$ cat src/rtl/frame_crc32_pkg.sv
package frame_crc32_pkg;

    typedef enum logic [1:0] {
        S_IDLE = 2'd0,
        S_DATA = 2'd1,
        S_HOLD = 2'd2,
        S_TAIL = 2'd3
    } fstate_e;

    typedef enum logic [2:0] {
        K_NONE = 3'd0,
        K_SOF  = 3'd1,
        K_EOF  = 3'd2,
        K_CONT = 3'd3,
        K_PRIM = 3'd4,
        K_DATA = 3'd5
    } kind_e;

endpackage

$ cat src/rtl/frame_crc32_engine.sv
module frame_crc32_engine #(
    parameter int          W    = 32,
    parameter logic [W-1:0] POLY = 32'h04C1_1DB7,
    parameter logic [W-1:0] SEED = 32'h5232_5032
) (
    input  logic         clk,
    input  logic         rst_n,
    input  logic         load,
    input  logic         step,
    input  logic [W-1:0] din,
    output logic [W-1:0] crc_q
);

    logic [W-1:0] chain [0:W];

    assign chain[0] = crc_q;

    for (genvar i = 0; i < W; i++) begin : g_bit
        assign chain[i+1] = {chain[i][W-2:0], 1'b0}
                          ^ ((chain[i][W-1] ^ din[i]) ? POLY : '0);
    end

    always_ff @(posedge clk) begin
        if (!rst_n)     crc_q <= SEED;
        else if (load)  crc_q <= SEED;
        else if (step)  crc_q <= chain[W];
    end

    p_seed_r2: assert property (@(posedge clk) disable iff (!rst_n)
        load |=> (crc_q == SEED));

    p_hold_r4: assert property (@(posedge clk) disable iff (!rst_n)
        (!load && !step) |=> $stable(crc_q));

endmodule

$ cat src/rtl/frame_crc32_ctrl.sv
module frame_crc32_ctrl
    import frame_crc32_pkg::*;
(
    input  logic clk,
    input  logic rst_n,
    input  logic mode_rx,
    input  logic in_valid,
    input  logic in_sof,
    input  logic in_eof,
    input  logic in_prim,
    input  logic in_cont,
    output logic crc_load,
    output logic crc_step,
    output logic pend_we,
    output logic emit_crc,
    output logic in_tail,
    output logic chk,
    output logic err
);

    fstate_e st_q, st_d;
    kind_e   kind;
    logic    got_q, got_set, got_clr;

    always_comb begin
        if (!in_valid)    kind = K_NONE;
        else if (in_sof)  kind = K_SOF;
        else if (in_eof)  kind = K_EOF;
        else if (in_cont) kind = K_CONT;
        else if (in_prim) kind = K_PRIM;
        else              kind = K_DATA;
    end

    always_ff @(posedge clk) begin
        if (!rst_n) begin
            st_q  <= S_IDLE;
            got_q <= 1'b0;
        end else begin
            st_q <= st_d;
            if (got_clr)      got_q <= 1'b0;
            else if (got_set) got_q <= 1'b1;
        end
    end

    always_comb begin
        st_d     = st_q;
        crc_load = 1'b0;
        crc_step = 1'b0;
        pend_we  = 1'b0;
        emit_crc = 1'b0;
        chk      = 1'b0;
        err      = 1'b0;
        got_set  = 1'b0;
        got_clr  = 1'b0;
        unique case (st_q)
            S_IDLE: begin
                if (kind == K_SOF) begin
                    crc_load = 1'b1;
                    got_clr  = 1'b1;
                    st_d     = S_DATA;
                end else if (kind == K_EOF) begin
                    err = 1'b1;
                end
            end
            S_DATA, S_HOLD: begin
                case (kind)
                    K_SOF: begin
                        crc_load = 1'b1;
                        got_clr  = 1'b1;
                        st_d     = S_DATA;
                    end
                    K_EOF: begin
                        if (!got_q) begin
                            err  = 1'b1;
                            st_d = S_IDLE;
                        end else if (mode_rx) begin
                            chk  = 1'b1;
                            st_d = S_IDLE;
                        end else begin
                            emit_crc = 1'b1;
                            st_d     = S_TAIL;
                        end
                    end
                    K_CONT: st_d = S_HOLD;
                    K_PRIM: st_d = S_DATA;
                    K_DATA: begin
                        if (st_q == S_DATA) begin
                            got_set = 1'b1;
                            if (mode_rx) begin
                                crc_step = got_q;
                                pend_we  = 1'b1;
                            end else begin
                                crc_step = 1'b1;
                            end
                        end
                    end
                    default: ;
                endcase
            end
            S_TAIL: st_d = S_IDLE;
        endcase
    end

    assign in_tail = (st_q == S_TAIL);

    p_tail_once_r5: assert property (@(posedge clk) disable iff (!rst_n)
        (st_q == S_TAIL) |=> (st_q == S_IDLE));

    p_hold_from_cont_r4: assert property (@(posedge clk) disable iff (!rst_n)
        ($rose(st_q == S_HOLD)) |-> $past(in_valid && in_cont && !in_sof && !in_eof));

endmodule

$ cat src/rtl/frame_crc32.sv
module frame_crc32 #(
    parameter int          W    = 32,
    parameter logic [W-1:0] POLY = 32'h04C1_1DB7,
    parameter logic [W-1:0] SEED = 32'h5232_5032
) (
    input  logic         clk,
    input  logic         rst_n,
    input  logic         mode_rx,
    input  logic         in_valid,
    input  logic [W-1:0] in_data,
    input  logic         in_sof,
    input  logic         in_eof,
    input  logic         in_prim,
    input  logic         in_cont,
    output logic         out_valid,
    output logic [W-1:0] out_data,
    output logic         out_sof,
    output logic         out_eof,
    output logic         out_prim,
    output logic         out_cont,
    output logic         crc_ok,
    output logic         crc_err
);

    logic         crc_load, crc_step, pend_we, emit_crc, in_tail, chk, err;
    logic [W-1:0] crc_q, pend_q, tail_q, step_din;

    frame_crc32_ctrl ctrl_i (
        .clk      (clk),
        .rst_n    (rst_n),
        .mode_rx  (mode_rx),
        .in_valid (in_valid),
        .in_sof   (in_sof),
        .in_eof   (in_eof),
        .in_prim  (in_prim),
        .in_cont  (in_cont),
        .crc_load (crc_load),
        .crc_step (crc_step),
        .pend_we  (pend_we),
        .emit_crc (emit_crc),
        .in_tail  (in_tail),
        .chk      (chk),
        .err      (err)
    );

    assign step_din = mode_rx ? pend_q : in_data;

    frame_crc32_engine #(.W(W), .POLY(POLY), .SEED(SEED)) eng_i (
        .clk   (clk),
        .rst_n (rst_n),
        .load  (crc_load),
        .step  (crc_step),
        .din   (step_din),
        .crc_q (crc_q)
    );

    always_ff @(posedge clk) begin
        if (!rst_n) begin
            pend_q <= '0;
            tail_q <= '0;
        end else begin
            if (pend_we)  pend_q <= in_data;
            if (emit_crc) tail_q <= in_data;
        end
    end

    always_ff @(posedge clk) begin
        if (!rst_n) begin
            out_valid <= 1'b0;
            out_data  <= '0;
            out_sof   <= 1'b0;
            out_eof   <= 1'b0;
            out_prim  <= 1'b0;
            out_cont  <= 1'b0;
            crc_ok    <= 1'b0;
            crc_err   <= 1'b0;
        end else if (in_tail) begin
            out_valid <= 1'b1;
            out_data  <= tail_q;
            out_sof   <= 1'b0;
            out_eof   <= 1'b1;
            out_prim  <= 1'b0;
            out_cont  <= 1'b0;
            crc_ok    <= 1'b0;
            crc_err   <= 1'b0;
        end else if (emit_crc) begin
            out_valid <= 1'b1;
            out_data  <= crc_q;
            out_sof   <= 1'b0;
            out_eof   <= 1'b0;
            out_prim  <= 1'b0;
            out_cont  <= 1'b0;
            crc_ok    <= 1'b0;
            crc_err   <= 1'b0;
        end else begin
            out_valid <= in_valid;
            out_data  <= in_data;
            out_sof   <= in_valid & in_sof;
            out_eof   <= in_valid & in_eof;
            out_prim  <= in_valid & in_prim;
            out_cont  <= in_valid & in_cont;
            crc_ok    <= chk & (pend_q == crc_q);
            crc_err   <= err | (chk & (pend_q != crc_q));
        end
    end

    p_excl_r10: assert property (@(posedge clk) disable iff (!rst_n)
        !(crc_ok && crc_err));

    p_pulse_at_eof_r6: assert property (@(posedge clk) disable iff (!rst_n)
        (crc_ok || crc_err) |-> (out_valid && out_eof));

    p_tail_eof_r5: assert property (@(posedge clk) disable iff (!rst_n)
        in_tail |=> (out_valid && out_eof && !out_sof));

    p_crc_word_r5: assert property (@(posedge clk) disable iff (!rst_n)
        emit_crc |=> (out_valid && !out_eof && !out_sof && !out_prim && !out_cont));

    p_stray_eof_r8: assert property (@(posedge clk) disable iff (!rst_n)
        (err && !in_tail) |=> crc_err);

endmodule

$ cat config.mk
export PLATFORM = sky130hd
export DESIGN_NAME = frame_crc32
export DESIGN_NICKNAME = d
export VERILOG_FILES = /design/src/rtl/frame_crc32_pkg.sv /design/src/rtl/frame_crc32_engine.sv /design/src/rtl/frame_crc32_ctrl.sv /design/src/rtl/frame_crc32.sv
export SDC_FILE = /design/constraint.sdc
export NUM_CORES = 1
export LEC_CHECK = 0
export BUFFER_PORTS_ARGS = -buffer_cell sky130_fd_sc_hd__buf_2
export CAP_MARGIN = 5
export CORE_MARGIN = 2
export CORE_UTILIZATION = 45
export CTS_CLUSTER_DIAMETER = 150
export DETAILED_ROUTE_END_ITERATION = 6
export PLACE_DENSITY = 0.74
export SLEW_MARGIN = 15
export SYNTH_ARGS = -nofsm -noshare
export SYNTH_HDL_FRONTEND = slang
export SYNTH_SLANG_ARGS = --single-unit
$ cat constraint.sdc
create_clock -name clk -period 8.9 [get_ports clk]
set_input_delay 0.445 -clock clk [delete_from_list [all_inputs] [get_ports clk]]
set_output_delay 0.445 -clock clk [all_outputs]
set_load 0.02 [all_outputs]
==> results of run 1 <==
## metrics by stage
step	power (mW)	worst slack (ns)	std cells
after floorplan	3.646	4.921	1033
after global routing	5.296	4.041	1373
after global placement	4.284	3.829	1341
after detailed placement	4.299	3.802	1341
after CTS	5.024	4.239	1373
final	5.039	4.233	1373
## synth_stat cells (3+ instances only)
| master | number | area share, % |
|---|---|---|
| a211oi_1 | 5 | 0.39 |
| a21boi_0 | 65 | 5.0 |
| a21oi_1 | 82 | 4.2 |
| and2_1 | 3 | 0.19 |
| buf_1 | 8 | 0.31 |
| clkbuf_1 | 41 | 1.6 |
| dfxtp_1 | 138 | 28 |
| ha_1 | 4 | 0.51 |
| inv_1 | 4 | 0.15 |
| mux2i_1 | 28 | 2.9 |
| nand2_1 | 230 | 8.9 |
| nand2b_1 | 5 | 0.32 |
| nand3_1 | 3 | 0.15 |
| nor2_1 | 26 | 1.0 |
| nor2b_1 | 34 | 2.2 |
| nor4_1 | 10 | 0.64 |
| o211ai_1 | 8 | 0.62 |
| o21a_1 | 4 | 0.31 |
| o21ai_0 | 6 | 0.31 |
| xnor2_1 | 141 | 13 |
| xnor2_2 | 18 | 3.0 |
| xnor2_4 | 15 | 4.2 |
| xnor3_1 | 31 | 7.2 |
| xnor3_2 | 5 | 1.2 |
| xor2_1 | 74 | 6.7 |
| xor2_2 | 8 | 1.3 |
| xor3_1 | 5 | 1.2 |
| xor3_2 | 4 | 1.0 |
## cell usage in the layout, fill, tap and decap left out, types with 28 or more instances in the layout
cell / netlist / final
a21boi_0: 65 / 64
a21oi_1: 82 / 82
buf_2: 1 / 78
dfxtp_1: 138 / 138
mux2i_1: 28 / 28
nand2_1: 230 / 229
nor2b_1: 34 / 34
xnor2_1: 141 / 141
xnor3_1: 31 / 31
xor2_1: 74 / 74
## final cells by class
cell class / count / area [um^2]
inverter: 5 / 18.77
clock buffer: 18 / 429.2
tap: 275 / 344.1
fill: 1950 / 10200
clock inverter: 14 / 146.4
sequential: 138 / 2763
multi-input combinational: 836 / 6724
timing repair buffer: 87 / 457.9
## worst max-delay path: stages
cell	delay, ns
buf_2	0.07
buf_4	0.54
mux2i_1	0.22
xnor2_2	0.46
xor2_2	0.49
xnor3_2	0.67
xnor3_2	0.56
xnor2_2	0.29
xnor2_1	0.63
xor3_1	0.44
o211ai_1	0.16
## path summary, 6_finish.rpt
kind                      to  slack [ns]  startpoint
max          eng_i.crc_q[28]        4.23     mode_rx
min                 out_cont        0.28     in_cont
max reg2reg  eng_i.crc_q[28]        4.54   pend_q[4]
min reg2reg       tail_q[18]        0.47  tail_q[18]
## registers in the layout (all words and copies together) (netlist names), 2 cells and up
signal,cells
eng_i.crc_q,32
tail_q,32
out_data,32
pend_q,32
ctrl_i.st_q,2
## per-layer routing
layer	vias to the layer above	share of wire [%]	track usage, %
met1	3470	44	31.43
met5	-	0	0
li1	3493	-	-
met4	0	3.3	8.832
met3	45	6.9	6.386
met2	244	46	37.93
## cells by family after synthesis
kind of cell	synth area share (%)
DFF	28.42
AOI/OAI and AO/OA	11.61
buffers and inverters	2.587
adders and majority gates	0.5149
and+or+nand+nor	13.77
xor gates and xnor gates	39.46
muxes	3.630
## power by group
part	internal, mW	switching, mW
Clock	0.413	0.287
Sequential	0.628	0.00386
Combinational	1.85	1.85
==> results.md, run 1 <==
- Outcome: complete, no violations
- CP arrival: 5.02 ns
- R2r worst-path depth: 9
- # port buffers: 78
- CTS Buf Count: 17
- Post-synthesis instance area: 9721 um^2
- Syn_nets: 1077
- Root buffer cell: clkbuf_16
- Pins Over Slew Limit: 0
- Final hold violations: 0
- Final WL: 26280 um
- Finished Core Util: 51.61%
- Wire per inst: 19.14 um
- Fmax: 0.2143 GHz
- Clk sinks: 138
- Setup TNS: 0 ns
- Mapped Cells: 1033
- GPL Wtd Cong: 0.9692
- Worst min-delay path class: input port to register
- Final Cell Area: 10880 um^2
- First-pass GRT wire length: 40630 um
- Crit end category: register
- Clk slew on worst S/H paths: 0.06 ns
- Synth Warn #: 0
- Overall routing resource usage: 23.95%
- Sequential share of the synthesized area: 28.42%
- Area grow syn2layout: 11.96%
- Grt ovf: 0
- DR vias: 7252
- Leak pwr: 4.489 nW
- Max Cap Violations: 0
- Main synth FF type: dfxtp_1
- Layout cell share with drive strength beyond 1: 16.67%
- Critical path class: input port to register
- WP data required: 9.25 ns
- Crit Path Max Fanout: 37
- Clk_lat worst skew: 0.43 ns
- H-tree lvl count: 4
- DR DRC count: 0
- Die Y: 151.0 um
- Post-synth ARST share: 0%
- Initial antenna violation count: 0
- Final setup vio count: 0
- Core ar.: 21090 um^2
- TritonRoute pass-1 iters: 6
- Initial Util: 46.10%
- Crit start category: input port
- Layout Nets: 1129
- Synth unique cells: 49
- Vias in the first global route: 7054
- DP Area: 10310 um^2
- Die area: 22790 um^2
- Die W: 151.0 um
- CTS tree: built
- Num rows: 53
- Synth Register Bits: 138
- Vias per inst: 5.282
- Peak VDD IR: 0.4900 mV
- Largest net degree at the start of global routing: 105
- PwrDens: 463.0 nW/um^2
- Max_slew headroom: 20.95%
- Post-synth EDFFs: 0
- Diodes inserted: 0
- ANT nets after route: 0
- Hold Crit Depth: 3
- HPWL Detailed: 19310 um
- WHS: 0.2767 ns
- Post-CTS setup buffers: 0
- DRC violation total after the first TritonRoute iteration: 487
- Clock skew: 0.008245 ns
- RSZ-0062 raised after global routing: false
- Hold_buf cts: 0
- Worst slew pin tran: 1.183 ns
- Fin crit period: 4.667 ns
- I/O pin cnt: 79
- Mean Syn Cell Area: 9.410 um^2
- Post-cts sizing count: 0
- CTS max path bufs: 2
- Tcrit/Tclk final: 52.44%
(Power assumes the default switching activity.)
==> inputs of run 2 (changes only) <==
==> constraint.sdc (replaced) <==
create_clock -name clk -period 4.8 [get_ports clk]
set_input_delay 0.24 -clock clk [delete_from_list [all_inputs] [get_ports clk]]
set_output_delay 0.24 -clock clk [all_outputs]
set_load 0.02 [all_outputs]
==> run 2 against run 1 <==
Effect of this change:
- via count rose by 1.7%
- power rose by 90%
- routed wire length rose by 3.0%
- register-to-register slack got worse by 3.8 ns
- clock skew rose by 0.0069 ns
- worst setup slack got worse by 3.5 ns
- largest cell class unchanged
- die area did not move
- hold slack got worse by 0.21 ns
- sequential share of layout area fell by 0.38 points
==> results.md, run 2 (same netlist as run 1, synthesis figures left out) <==
- Setup TNS: 0 ns (unchanged)
- Final Cell Area: 11050 um^2 (was 10880 um^2)
- Worst slew pin tran: 1.105 ns (was 1.183 ns)
- Largest net degree at the start of global routing: 100 (was 105)
- Die W: 151.0 um (unchanged)
- Filler instances: 1901 (was 1950)
- FF/Latch Area: 2763 um^2 (unchanged)
- R2r worst-path depth: 11 (was 9)
- Routed wl met3: 2261 um (was 1818 um)
- Final WL: 27080 um (was 26280 um)
- Tcrit/Tclk final: 85.00%
- Core ar.: 21090 um^2 (unchanged)
- Max layer used: met4 (unchanged)
- Max_slew headroom: 26.32% (was 20.95%)
- Initial antenna violation count: 0 (unchanged)
- Post-cts sizing count: 0 (unchanged)
- Area grow syn2layout: 13.67% (was 11.96%)
- Met1 WL: 11690 um (was 11480 um)
- Die Y: 151.0 um (unchanged)
- Hold_buf cts: 0 (unchanged)
- Layout Cells excl Fill: 1393 (was 1373)
- Vias in the first global route: 7259 (was 7054)
- Critical path class: register to register (was input port to register)
- # port buffers: 78 (unchanged)
- Overall Power: 9.561 mW (was 5.039 mW)
- ANT nets after route: 0 (unchanged)
- Final setup vio count: 0 (unchanged)
- Final Worst Setup Slack: 0.7198 ns (was 4.233 ns)
- Crit end category: register (unchanged)
- Area taken by multi-input logic gates: 6724 um^2 (unchanged)
- Layout cell share with drive strength beyond 1: 18.25% (was 16.67%)
- Vias per inst: 5.295 (was 5.282)
- Reg-to-reg slack, setup: 0.72 ns (was 4.54 ns)
- Pins Over Slew Limit: 0 (unchanged)
- Clk slew on worst S/H paths: 0.07 ns (was 0.06 ns)
- Finished Core Util: 52.40% (was 51.61%)
- Crit Path Max Fanout: 4 (was 37)
- Hold Crit Depth: 3 (unchanged)
- Fin crit period: 4.080 ns
- Worst min-delay path class: input port to register (unchanged)
- Clock skew: 0.01515 ns (was 0.008245 ns)
- First-pass GRT wire length: 41830 um (was 40630 um)
- Overall routing resource usage: 24.42% (was 23.95%)
- Grt ovf: 0 (unchanged)
- Root buffer cell: clkbuf_16 (unchanged)
- Final hold violations: 0 (unchanged)
- HPWL Detailed: 20160 um (was 19310 um)
- CTS tree: built (unchanged)
- Die area: 22790 um^2 (unchanged)
- Commonest cells after routing, fill and taps aside: nand2_1 (229), xnor2_1 (141), dfxtp_1 (138) (unchanged)
- Num rows: 53 (unchanged)
- Clk sinks: 138 (unchanged)
- WP data required: 5.07 ns (was 9.25 ns)
- Worst slack, placed: 0.4821 ns (was 3.802 ns)
- Met2 wire length: 12710 um (was 12120 um)
- Post-CTS setup buffers: 0 (unchanged)
- DP Area: 10470 um^2 (was 10310 um^2)
- DR DRC count: 0 (unchanged)
- WHS: 0.06562 ns (was 0.2767 ns)
- # placed instances: 1361 (was 1341)
- I/O pin cnt: 79 (unchanged)
- PwrDens: 865.3 nW/um^2 (was 463.0 nW/um^2)
- TritonRoute pass-1 iters: 6 (unchanged)
- RSZ-0062 raised after global routing: false (unchanged)
- Layout Nets: 1149 (was 1129)
- Clk_lat worst skew: 0.43 ns (about the same)
- Outcome: complete, no violations (unchanged)
- Max Cap Violations: 0 (unchanged)
- Fmax: 0.2451 GHz
- CTS Buf Count: 17 (unchanged)
- CTS max path bufs: 2 (unchanged)
- Commonest non-fill, non-tap cell in the layout: nand2_1 (unchanged)
- Crit start category: register (was input port)
- Leak pwr: 4.594 nW (was 4.489 nW)
- DR vias: 7376 (was 7252)
- Wire per inst: 19.44 um (was 19.14 um)
- DRC violation total after the first TritonRoute iteration: 562 (was 487)
- GPL Wtd Cong: 0.9516 (was 0.9692)
- Initial Util: 46.10% (unchanged)
- Diodes inserted: 0 (unchanged)
- CP arrival: 4.35 ns (was 5.02 ns)
- H-tree lvl count: 4 (unchanged)
- Peak VDD IR: 0.9988 mV (was 0.4900 mV)
-- run 2: cell types whose count changed in the layout (fill, tap and decap cells not counted), sizes merged --
cell | before | now
clkinv | 5 | 3
clkinvlp | 3 | 2
clkbuf | 18 | 17
buf | 87 | 107
bufinv | 2 | 1
inv | 9 | 14
-- run 2: path summary, 6_finish.rpt --
kind | end | startpoint
max | eng_i.crc_q[16] | pend_q[13]
min | out_cont | in_cont
max reg2reg | eng_i.crc_q[16] | pend_q[13]
min reg2reg | tail_q[15] | tail_q[15]
-- run 2: layout make-up --
class / instances / area share [%]
inverter: 5 / 0.1699
clock buffer: 17 / 3.850
multi-input combinational: 836 / 60.85
clock inverter: 15 / 1.393
tap: 275 / 3.114
timing repair buffer: 107 / 5.617
sequential: 138 / 25.00
-- run 2: critical path, stage by stage (launching register included) --
cell,delay [ns]
dfxtp_1,0.43
mux2i_1,0.13
xnor2_1,0.59
xnor3_1,0.54
xnor2_4,0.30
xnor3_1,0.46
xnor2_4,0.21
xnor2_2,0.34
xor2_1,0.38
xnor3_1,0.38
nand2_1,0.08
a21oi_1,0.07
-- run 2: routing by layer --
metal / global-route usage [%] / vias to the layer above
met5: 0 / -
met4: 5.561 / 0
met3: 4.940 / 35
met2: 39.59 / 268
met1: 33.67 / 3542
li1: - / 3531
-- run 2: power by group --
part           internal, mW  leakage (nW)  switching, mW
Clock                 0.734         0.281          0.589
Sequential             1.16          1.12        0.00750
Combinational          3.50          3.19           3.57
Total                  5.40          4.59           4.16
==> inputs of run 3 (changes only) <==
--- a/config.mk
+++ b/config.mk
@@ -12,6 +12,7 @@
 export CTS_CLUSTER_DIAMETER = 150
 export DETAILED_ROUTE_END_ITERATION = 6
 export PLACE_DENSITY = 0.74
+export REMOVE_ABC_BUFFERS = 1
 export SLEW_MARGIN = 15
 export SYNTH_ARGS = -nofsm -noshare
 export SYNTH_HDL_FRONTEND = slang
==> constraint.sdc (replaced) <==
create_clock -name clk -period 4.8 [get_ports clk]
set_input_delay 0.72 -clock clk [delete_from_list [all_inputs] [get_ports clk]]
set_output_delay 0.72 -clock clk [all_outputs]
set_load 0.02 [all_outputs]
==> run 3 against run 2 <==
Effect of this change:
- clock power is essentially flat
- utilization grew 1.6 points
- maximum frequency shrank 4.6%
- sequential power is essentially flat
- global-route usage shrank 0.92 points
- die area is the same
==> results.md, run 3 (same netlist as run 1, synthesis figures left out) <==
- Max_slew headroom: 31.07% (was 26.32%)
- Commonest non-fill, non-tap cell in the layout: nand2_1 (unchanged)
- HPWL Detailed: 19490 um (was 20160 um)
- Worst min-delay path class: register to register (was input port to register)
- Clk sinks: 138 (unchanged)
- Clock skew: 0.01039 ns (was 0.01515 ns)
- Root buffer cell: clkbuf_16 (unchanged)
- Vias in the first global route: 7034 (was 7259)
- CP arrival: 4.56 ns (was 4.35 ns)
- Layout Nets: 1189 (was 1149)
- Pins Over Slew Limit: 0 (unchanged)
- Die Y: 151.0 um (unchanged)
- Outcome: complete, no violations (unchanged)
- Vias per inst: 5.034 (was 5.295)
- H-tree lvl count: 4 (unchanged)
- Core ar.: 21090 um^2 (unchanged)
- Post-CTS setup buffers: 0 (unchanged)
- I/O pin cnt: 79 (unchanged)
- Area grow syn2layout: 17.22% (was 13.67%)
- Setup TNS: 0 ns (unchanged)
- Layout cell share with drive strength beyond 1: 20.98% (was 18.25%)
- Worst slew pin tran: 1.030 ns (was 1.105 ns)
- Initial antenna violation count: 0 (unchanged)
- Fin crit period: 4.277 ns (was 4.080 ns)
- Commonest cells after routing, fill and taps aside: nand2_1 (229), xnor2_1 (141), dfxtp_1 (138) (unchanged)
- Post-cts sizing count: 0 (unchanged)
- Worst Setup SP: mode_rx (was pend_q[13])
- Critical path class: input port to register (was register to register)
- Crit end category: register (unchanged)
- Max Cap Violations: 0 (unchanged)
- Worst r2r src: pend_q[0] (was pend_q[13])
- ANT nets after route: 0 (unchanged)
- GPL Wtd Cong: 1.044 (was 0.9516)
- Overall routing resource usage: 23.50% (was 24.42%)
- Leak pwr: 4.797 nW (was 4.594 nW)
- Largest net degree at the start of global routing: 64 (was 100)
- Final hold violations: 0 (unchanged)
- Tcrit/Tclk final: 89.11% (was 85.00%)
- WP data required: 5.08 ns (was 5.07 ns)
- CTS Buf Count: 17 (unchanged)
- Reg-to-reg slack, setup: 0.98 ns (was 0.72 ns)
- DR vias: 7214 (was 7376)
- CTS max path bufs: 2 (unchanged)
- CTS tree: built (unchanged)
- DRC violation total after the first TritonRoute iteration: 358 (was 562)
- Diodes inserted: 0 (unchanged)
- Final setup vio count: 0 (unchanged)
- Finished Core Util: 54.03% (was 52.40%)
- RSZ-0062 raised after global routing: false (unchanged)
- Hold_buf cts: 0 (unchanged)
- Crit Path Max Fanout: 18 (was 4)
- Die W: 151.0 um (unchanged)
- Initial Util: 46.10% (unchanged)
- Crit start category: input port (was register)
- TritonRoute pass-1 iters: 5 (was 6)
- Die area: 22790 um^2 (unchanged)
- Peak VDD IR: 0.6636 mV (was 0.9988 mV)
- Clk_lat worst skew: 0.43 ns (about the same)
- WHS: 0.4622 ns (was 0.06562 ns)
- RR Endpoint: eng_i.crc_q[25] (was eng_i.crc_q[16])
- # port buffers: 78 (unchanged)
- Num rows: 53 (unchanged)
- Final WL: 25530 um (was 27080 um)
- PwrDens: 882.3 nW/um^2 (was 865.3 nW/um^2)
- Fmax: 0.2338 GHz (was 0.2451 GHz)
- Worst Setup EP: eng_i.crc_q[12] (was eng_i.crc_q[16])
- R2r worst-path depth: 12 (was 11)
- Grt ovf: 0 (unchanged)
- Clk slew on worst S/H paths: 0.06 ns (was 0.07 ns)
- First-pass GRT wire length: 40080 um (was 41830 um)
- DR DRC count: 0 (unchanged)
- Wire per inst: 17.82 um (was 19.44 um)
## run 3: cell types whose count changed in the layout (fill, tap and decap cells not counted)
| cell | change |
|---|---|
| buf_4 | +38 |
| inv_6 | -5 |
| buf_12 | +2 |
| clkbuf_8 | +2 |
| clkinv_2 | +2 |
| clkinvlp_4 | +2 |
| inv_8 | -2 |
| o21ai_2 | -2 |
| bufinv_16 | +1 |
| o21ai_1 | +1 |
| o21ai_4 | +1 |
## run 3: critical path: stages
cell and delay (ns):
buf_2 0.26, buf_12 0.23, mux2i_4 0.31, xnor2_4 0.17, buf_4 0.22, xnor2_1 0.43, xnor3_1 0.45, buf_4 0.17
xnor3_2 0.31, xnor2_2 0.31, buf_4 0.22, xnor2_1 0.14, xnor2_1 0.18, xnor2_1 0.18, and2_1 0.17, o31ai_2 0.05
## run 3: through the flow
stage / setup slack (ns) / total power, mW / cell area (um^2) / std cells
3_3_place_gp: 0.1669 / 8.672 / 10800 / 1401
5_1_grt: 0.3713 / 10.55 / 11390 / 1433
4_1_cts: 0.5505 / 10.06 / 11390 / 1433
6_report: 0.5228 / 10.05 / 11390 / 1433
2_1_floorplan: 0.6549 / 6.741 / 9488 / 979
3_5_place_dp: 0.1392 / 8.625 / 10800 / 1401
## run 3: routing by layer
layer	share of wire (%)	GRT usage [%]
met1	47	32.07
met2	47	38.16
met3	3.8	3.855
met4	2.3	7.523
met5	0	0
## run 3: power by group
part	internal (mW)	switching [mW]	leakage, nW
Combinational	4.03	3.51	3.39
Clock	0.796	0.544	0.283
Sequential	1.16	0.00733	1.12
Total	5.99	4.06	4.80
## run 3: how the worst min path moves through the flow
stage	start	slack, ns	cells after the start	to
after floorplan	tail_q[0]	0.44	2	tail_q[0]
after global placement	tail_q[5]	0.45	2	tail_q[5]
after detailed placement	tail_q[10]	0.46	2	tail_q[10]
after CTS	tail_q[10]	0.47	2	tail_q[10]
after global routing	tail_q[20]	0.48	2	tail_q[20]
final	tail_q[10]	0.46	2	tail_q[10]
## run 3: layout make-up
| class | count | area [um^2] |
|---|---|---|
| clock inverters | 13 | 142.6 |
| well taps | 275 | 344.1 |
| clock buffers | 19 | 452.9 |
| flip-flops and latches | 138 | 2763 |
| multi-input cells | 836 | 6728 |
| inverters | 5 | 18.77 |
| fillers | 1936 | 9693 |
| repair buffers | 147 | 945.9 |
